**config.mk**
```make
export PLATFORM = sky130hd
export DESIGN_NAME = latchDecoder
export DESIGN_NICKNAME = d
export VERILOG_FILES = /design/src/rtl/latchDecoderPkg.sv /design/src/rtl/latchDecoderCtrl.sv /design/src/rtl/latchDecoderPath.sv /design/src/rtl/latchDecoder.sv
export SDC_FILE = /design/constraint.sdc
export NUM_CORES = 1
export LEC_CHECK = 0
export ABC_AREA = 1
export CORE_AREA = 2 2 39 41
export CTS_BUF_LIST = sky130_fd_sc_hd__clkbuf_8
export CTS_CLUSTER_SIZE = 12
export DETAILED_ROUTE_END_ITERATION = 8
export DIE_AREA = 0 0 41 43
export DONT_BUFFER_PORTS = 1
export SYNTH_ARGS = -nofsm -noshare
export SYNTH_HDL_FRONTEND = slang
export SYNTH_SLANG_ARGS = --single-unit
export TNS_END_PERCENT = 100
```
**constraint.sdc**
```tcl
create_clock -name clk -period 1.6 [get_ports clk]
set_input_delay 0 -clock clk [delete_from_list [all_inputs] [get_ports clk]]
set_output_delay 0 -clock clk [all_outputs]
set_load 0.05 [all_outputs]
```
**src/rtl/latchDecoderPkg.sv**
```systemverilog
package latchDecoderPkg;

  // Strobes handed from the control module to the datapath.
  typedef struct packed {
    logic loadAddr;  // copy addrIn into the hold register on this edge
    logic passLive;  // decode the live address instead of the held one
    logic outGate;   // outputs may be driven
  } decStrobe_t;

endpackage

```
**src/rtl/latchDecoderCtrl.sv**
```systemverilog
module latchDecoderCtrl
  import latchDecoderPkg::*;
(
  input  logic       latchEnN,
  input  logic       enableN,
  input  logic       enable,
  output decStrobe_t strobe
);

  always_comb begin
    strobe          = '0;
    strobe.loadAddr = ~latchEnN;
    strobe.passLive = ~latchEnN;
    strobe.outGate  = ~enableN & enable;
  end

endmodule

```
**src/rtl/latchDecoderPath.sv**
```systemverilog
module latchDecoderPath
  import latchDecoderPkg::*;
#(
  parameter int ADDR_W = 3,
  localparam int OUT_W = 1 << ADDR_W
) (
  input  logic              clk,
  input  logic              rstN,
  input  logic [ADDR_W-1:0] addrIn,
  input  decStrobe_t        strobe,
  output logic [OUT_W-1:0]  decOut
);

  logic [ADDR_W-1:0] heldAddr;
  logic [ADDR_W-1:0] effAddr;

  // Address-hold register: follows the bus while transparent.
  always_ff @(posedge clk or negedge rstN) begin
    if (!rstN) begin
      heldAddr <= '0;
    end else if (strobe.loadAddr) begin
      heldAddr <= addrIn;
    end
  end

  assign effAddr = strobe.passLive ? addrIn : heldAddr;

  // One comparator per output line.
  genvar lineIdx;
  generate
    for (lineIdx = 0; lineIdx < OUT_W; lineIdx++) begin : g_line
      assign decOut[lineIdx] = strobe.outGate &&
                               (effAddr == ADDR_W'(lineIdx));
    end
  endgenerate

endmodule

```
**src/rtl/latchDecoder.sv**
```systemverilog
module latchDecoder
  import latchDecoderPkg::*;
#(
  parameter int ADDR_W = 3,
  localparam int OUT_W = 1 << ADDR_W
) (
  input  logic              clk,
  input  logic              rstN,
  input  logic [ADDR_W-1:0] addrIn,
  input  logic              latchEnN,
  input  logic              enableN,
  input  logic              enable,
  output logic [OUT_W-1:0]  decOut
);

  decStrobe_t strobe;

  latchDecoderCtrl u_ctrl (
    .latchEnN (latchEnN),
    .enableN  (enableN),
    .enable   (enable),
    .strobe   (strobe)
  );

  latchDecoderPath #(.ADDR_W(ADDR_W)) u_path (
    .clk    (clk),
    .rstN   (rstN),
    .addrIn (addrIn),
    .strobe (strobe),
    .decOut (decOut)
  );

endmodule

```
Word level (Yosys, flattened, before mapping). Cells that the tools add are included.

Register bits: 3. Input port bits: 8. Output and inout bits: 8. Word-level logic and storage cells: 20.

Equality and inequality tests: 7. Mux-type cells: 1. Bitwise logic cells: 2. Reductions and logical operators: 9.

Operator list (count): equality test 3 bit, second input constant (4); logical AND 1 bit (8); equality test 3 x 2 -> 1 bit, second input constant (2); equality test 3 x 1 -> 1 bit, second input constant (1); logical NOT 3 bit (1); 2-to-1 mux 3 bit (1); AND 1 bit (1); NOT 1 bit (1).

Depth between registers and ports, before layout. Gate-level depths: netlist of run 1.

Depth in word-level cells: 3. Depth in mapped cells: 5. Gate-level depth less buffers: 5.

Cells and area by module. A second synthesis of run 1 with hierarchy kept.

Cells, all modules: 48. Area total of the unflattened synthesis: 265.3 µm².

Modules (own cells, without submodules): latchDecoderPath (times used 1, cells each 44, area each 244.0 µm², sequential area each 75.1 µm²); latchDecoderCtrl (times used 1, cells each 4, area each 21.3 µm², sequential area each 0.0 µm²).

Worst setup path after synthesis of run 1. No wires, ideal clock.

Path kind: reg2out. From: register u_path.heldAddr[2]. To: output decOut[0]. Data arrival time: 1.223 ns. Required time: 1.600 ns. Slack: 0.377 ns. Cell stages (with the launch flop): 4. Buffers on the path: 0. Path through: dfrtp_1 nand2_2 nand3_4 nor2_1.

Longest elaborated chain between the ends: 3.

RTL lines: from (decl) (RTL line latchDecoderPath.sv:14) `logic [ADDR_W-1:0] heldAddr;`; from (signal assigned) (RTL line latchDecoderPath.sv:22) `heldAddr <= addrIn;`; 2-to-1 mux 3 bit; logical NOT 3 bit (RTL line latchDecoderPath.sv:33) `(effAddr == ADDR_W'(lineIdx));`; logical AND 1 bit (RTL line latchDecoderPath.sv:32) `assign decOut[lineIdx] = strobe.outGate &&`; to (decl) (RTL line latchDecoder.sv:13) `output logic [OUT_W-1:0] decOut`.

No other way between the ends.

==> flow_metrics.py, run 1 <==
metrics = {
    "layout": {
        "largest-register": "u_path.heldAddr",
        "synthToLayoutAreaGrowth_pct": 72.2,
        "insertedDiodeCount": 0,
        "largest_register_ffs": 3,
        "multiInputGateArea_sq_um": 173,
        "nFillCells": 156,
        "seqCellArea_sq_um": 75.1,
        "final_nets": 67,
        "drive_gt1_share_pct": 34.5,
        "reg_top3": "u_path.heldAddr: 3 flops",
    },
    "synth": {
        "synth_nets": 47,
        "syn_inst": 39,
        "synth_compound_area_share_pct": 0,
        "yosys-top-cells-area": "dfrtp_1 28%, nand2_1 19%, nand2_4 12%, nor2_1 11%, nor2_8 7.4%",
        "yosys.area.top_type": "dfrtp_1",
        "synth-simple-area-share_pct": 63.9,
        "synth.top_cell.area_share_pct": 27.8,
        "syn_area_sq_um": 270,
        "synthAdderAreaFrac_pct": 0,
        "synth-seq-cells": 3,
        "ys_warn_count": 0,
        "synth-seq-area-share_pct": 27.8,
        "synth_top_family_by_area": "simple AND/OR/NAND/NOR gates",
        "muxShareOfSynthArea_pct": 0,
        "synthDistinctLibCells": 9,
        "synthXorXnorAreaFrac_pct": 0,
        "synth_area_per_cell_sq_um": 6.93,
    },
    "clocking": {
        "postCtsSetupRepairBufs": 0,
        "clock-root-buffer": "clkbuf_8",
        "cts_buffers": 3,
        "clk_pin_slew_worst_paths_ns": 0.03,
        "cts_htree_levels": 1,
        "cts_tree": "built",
        "cts_buffer_depth": 2,
        "clkLatencyLatePin_ns": 0.22,
        "ctsResizeCount": 0,
        "clock-sinks": 3,
        "cts_hold_buf": 7,
    },
    "sta": {
        "hold_viol": 0,
        "report.final.setup_viol": 0,
        "clock.fmax_mhz": 815,
        "tightest_slew_ns": 0.157,
        "maxSlewHeadroom_pct": 89.5,
        "rsz0062_at_grt": "false",
        "period_share_pct": 76.7,
        "slew_violations": 0,
        "holdWs_ns": 0.0427,
        "clock_skew_ns": 0,
        "final.setup.tns_ns": 0,
        "fin_crit_ns": 1.23,
    },
    "run_status": {
        "status": "complete, no violations",
    },
    "routing": {
        "ant_nets": 0,
        "post_drt_via_cell_ratio": 3.85,
        "wl_per_cell_um": 8.55,
        "drc": 0,
        "wirelength_um": 633,
        "dr.pass1.iters": 4,
        "drt_iter0_drc": 1,
        "vias": 285,
    },
    "critical_path": {
        "path_max_fanout": 2,
        "rr_startpoint": "u_path.heldAddr[2]",
        "r2r_setup_slack_ns": 0.37,
        "arrival_ns": 1.32,
        "required_ns": 1.69,
        "end_kind": "flip-flop",
        "start_kind": "flip-flop",
        "crit_type": "flip-flop to flip-flop",
        "startpoint": "u_path.heldAddr[2]",
    },
    "floorplanning": {
        "ios": 16,
        "core-area_sq_mm": 0.00138,
        "start_util_pct": 19.5,
        "fp-row-count": 14,
        "die_height_um": 43,
        "die_area_sq_mm": 0.00176,
        "die_x_um": 41,
    },
    "power": {
        "p_leak_nw": 0.257,
        "ir_drop_v": 0.000422,
        "powerDensity_mw_per_mm2": 838,
    },
    "global_route": {
        "track_usage_pct": 9.65,
        "grt_overflow": 0,
        "grt_pass1_vias": 292,
        "grt_pass1_wl_um": 1120,
        "antenna_found_initial": 0,
        "grt_max_degree": 7,
    },
    "worst_hold_path": {
        "hp-class": "input pin to asynchronous set/reset pin",
    },
    "place": {
        "io_buffer_count": 0,
        "hpwl_um": 468,
        "place_congestion": 0.699,
    },
    "run": {
        "cap_violations": 0,
    },
}
worst max-delay path: stages (launching register included):
cell	delay, ns
dfrtp_1	0.36
nand2_2	0.12
nand2_4	0.07
dlygate4sd3_1	0.56
synth_stat cells:
cell,instances
inv_1,5
nand2_2,3
nand2_4,3
nor2_1,8
nor2_8,1
nand2_1,14
nand3_4,1
dfrtp_1,3
inv_2,1
metal layers:
metal  GRT usage (%)  part of all wire (%)
met1            11.0                    36
met2            14.7                    60
met3            3.14                   3.3
met4            6.00                     0
met5               0                     0
worst paths after layout:
kind	cells past startpoint	to
worst min register to register	3	u_path.heldAddr[0]
min in group clk	4	decOut[0]
worst min-delay path	1	u_path.heldAddr[1]
max in group asynchronous	1	u_path.heldAddr[2]
worst max-delay path	3	u_path.heldAddr[2]
worst max register to register	3	u_path.heldAddr[2]
report_power, final:
group	switching (W)	total, W	internal, W
clock network	0.0000510	0.000214	0.000163
registers	0.00000297	0.0000861	0.0000831
logic	0.0000524	0.0000895	0.0000371
total	0.000106	0.000390	0.000284
through the flow:
stage / util (%) / worst slack, ns / total power, W / cells / instance area (sq um)
3_5_place_dp: 25.3 / 0.704 / 0.000157 / 63 / 350
3_3_place_gp: 25.3 / 0.726 / 0.000156 / 63 / 350
4_1_cts: 33.6 / 0.381 / 0.000398 / 74 / 465
2_1_floorplan: - / 0.377 / 0.000144 / 39 / 270
5_1_grt: 33.6 / 0.344 / 0.000415 / 74 / 465
6_report: 33.6 / 0.374 / 0.000390 / 74 / 465
kinds of logic (layout without fill, tap and decap cells):
kind of cell	after synthesis	after routing
flops	3	3
simple gates	30	30
buf+inv	6	25
cell type report:
class,count,share of cell area [%]
Multi-Input combinational cell,30,37.1
Timing Repair Buffer,15,28.0
Sequential cell,3,16.1
Clock buffer,3,8.87
Inverter,6,4.84
Tap cell,16,4.30
Clock inverter,1,0.806
placed cells by master, fill, tap and decap left out:
cell / count
nand3_4: 1
nand2_4: 3
inv_2: 1
nand2_1: 14
nor2_1: 8
clkbuf_8: 3
nor2_8: 1
dfrtp_1: 3
buf_4: 8
nand2_2: 3
inv_1: 6
dlygate4sd3_1: 7
No activity file was read; power rests on OpenSTA's default activity.
==> run 2, diff against run 1 <==
==> constraint.sdc (replaced) <==
create_clock -name clk -period 1.3 [get_ports clk]
set_input_delay 0 -clock clk [delete_from_list [all_inputs] [get_ports clk]]
set_output_delay 0 -clock clk [all_outputs]
set_load 0.05 [all_outputs]
==> flow_metrics.py, run 2 (same netlist as run 1, synthesis figures left out) <==
metrics = {
    "clocking": {
        "ctsResizeCount": 0,
        "cts_buffers": 3,
        "clk_pin_slew_worst_paths_ns": 0.03,
        "cts_tree": "built",
        "cts_htree_levels": 1,
        "postCtsSetupRepairBufs": 0,
        "clock-sinks": 3,
        "cts_buffer_depth": 2,
        "cts_hold_buf": 7,
        "clock-root-buffer": "clkbuf_8",
        "clkLatencyLatePin_ns": 0.21,
    },
    "layout": {
        "final_cell_mix": "14 x nand2_1, 8 x nor2_1, 8 x buf_4, 7 x dlygate4sd3_1, 6 x inv_1",
        "reg_top3": "u_path.heldAddr: 3 flops",
        "largest_register_ffs": 3,
        "insertedDiodeCount": 0,
        "final_common_cell": "nand2_1",
        "final_nets": 67,
        "drive_gt1_share_pct": 34.5,
        "largest-register": "u_path.heldAddr",
        "stdcell_count": 74,
        "synthToLayoutAreaGrowth_pct": 72.2,
    },
    "sta": {
        "slew_violations": 0,
        "final.setup.tns_ns": 0,
        "setup_ws_ns": 0.0828,
        "clock.fmax_mhz": 822,
        "fin_crit_ns": 1.22,
        "tightest_slew_ns": 0.160,
        "maxSlewHeadroom_pct": 89.3,
        "period_share_pct": 93.6,
        "clock_skew_ns": 0,
        "hold_viol": 0,
        "rsz0062_at_grt": "false",
        "report.final.setup_viol": 0,
    },
    "critical_path": {
        "crit_type": "flip-flop to flip-flop",
        "path_max_fanout": 2,
        "rr_startpoint": "u_path.heldAddr[2]",
        "r2r_setup_slack_ns": 0.08,
        "required_ns": 1.39,
        "reg2reg_depth": 3,
        "start_kind": "flip-flop",
        "arrival_ns": 1.31,
        "end_kind": "flip-flop",
        "r2r_end": "u_path.heldAddr[2]",
    },
    "global_route": {
        "track_usage_pct": 9.65,
        "gr-usage-met1_pct": 10.3,
        "grt_max_degree": 7,
        "busiest_layer": "met2",
        "grt_pass1_vias": 277,
        "grt_pass1_wl_um": 1090,
        "use_met2_pct": 14.4,
        "grt_overflow": 0,
        "met3_usage_pct": 3.14,
        "antenna_found_initial": 0,
    },
    "floorplanning": {
        "start_util_pct": 19.5,
        "fp-row-count": 14,
        "ios": 16,
        "die_x_um": 41,
        "die_height_um": 43,
        "die_area_sq_mm": 0.00176,
        "core-area_sq_mm": 0.00138,
    },
    "routing": {
        "wl_per_cell_um": 8.73,
        "vias": 287,
        "post_drt_via_cell_ratio": 3.88,
        "dr.pass1.iters": 1,
        "ant_nets": 0,
        "drt_iter0_drc": 0,
        "drc": 0,
        "wirelength_um": 646,
    },
    "run_status": {
        "status": "complete, no violations",
    },
    "power": {
        "ir_drop_v": 0.000509,
        "p_leak_nw": 0.257,
        "powerDensity_mw_per_mm2": 1030,
    },
    "place": {
        "hpwl_um": 491,
        "pre_cts_ws_ns": 0.387,
        "place_congestion": 0.710,
        "dp.cells": 63,
        "io_buffer_count": 0,
    },
    "run": {
        "cap_violations": 0,
    },
    "worst_hold_path": {
        "hp-class": "input pin to asynchronous set/reset pin",
    },
}
[run 2: per-stage QoR]
step | hold WS [ns] | utilization [%] | cell area [sq um] | power, W
3_5_place_dp | -0.296 | 25.3 | 350 | 0.000194
2_1_floorplan | -0.296 | - | 270 | 0.000178
6_report | 0.0449 | 33.6 | 465 | 0.000480
4_1_cts | 0.0310 | 33.6 | 465 | 0.000493
5_1_grt | 0.0479 | 33.6 | 465 | 0.000515
3_3_place_gp | -0.295 | 25.3 | 350 | 0.000192
[run 2: final cells by class]
cell class / instances / area (sq um)
Multi-Input combinational cell: 30 / 173
Inverter: 6 / 22.5
Sequential cell: 3 / 75.1
Fill cell: 160 / 918
Timing Repair Buffer: 15 / 130
Clock inverter: 1 / 3.75
Clock buffer: 3 / 41.3
Tap cell: 16 / 20.0
[run 2: how the worst max path moves through the flow]
stage / start / end / cells after the start
after floorplan: u_path.heldAddr[2] / decOut[0] / 3
after global placement: u_path.heldAddr[0] / decOut[0] / 6
after detailed placement: u_path.heldAddr[0] / decOut[6] / 6
after CTS: u_path.heldAddr[2] / u_path.heldAddr[2] / 3
after global routing: u_path.heldAddr[1] / u_path.heldAddr[1] / 3
final: u_path.heldAddr[2] / u_path.heldAddr[2] / 3
[run 2: where the power goes]
group / internal [W] / switching (W) / total (W)
sequential: 0.000102 / 0.00000411 / 0.000106
combinational: 0.0000456 / 0.0000646 / 0.000110
clock: 0.000201 / 0.0000623 / 0.000263
[run 2: layer usage]
metal / vias up / share of wire, % / wire, um
met1: 132 / 36 / 231
met5: - / 0 / 0
met4: 0 / 0 / 0
li1: 151 / - / -
met3: 0 / 3.1 / 20
met2: 4 / 61 / 393
[run 2: worst max-delay path, cell delays in order, from the launching register on]
cell and delay [ns]:
dfrtp_1 0.36, nand2_2 0.12, nand2_4 0.07, dlygate4sd3_1 0.55
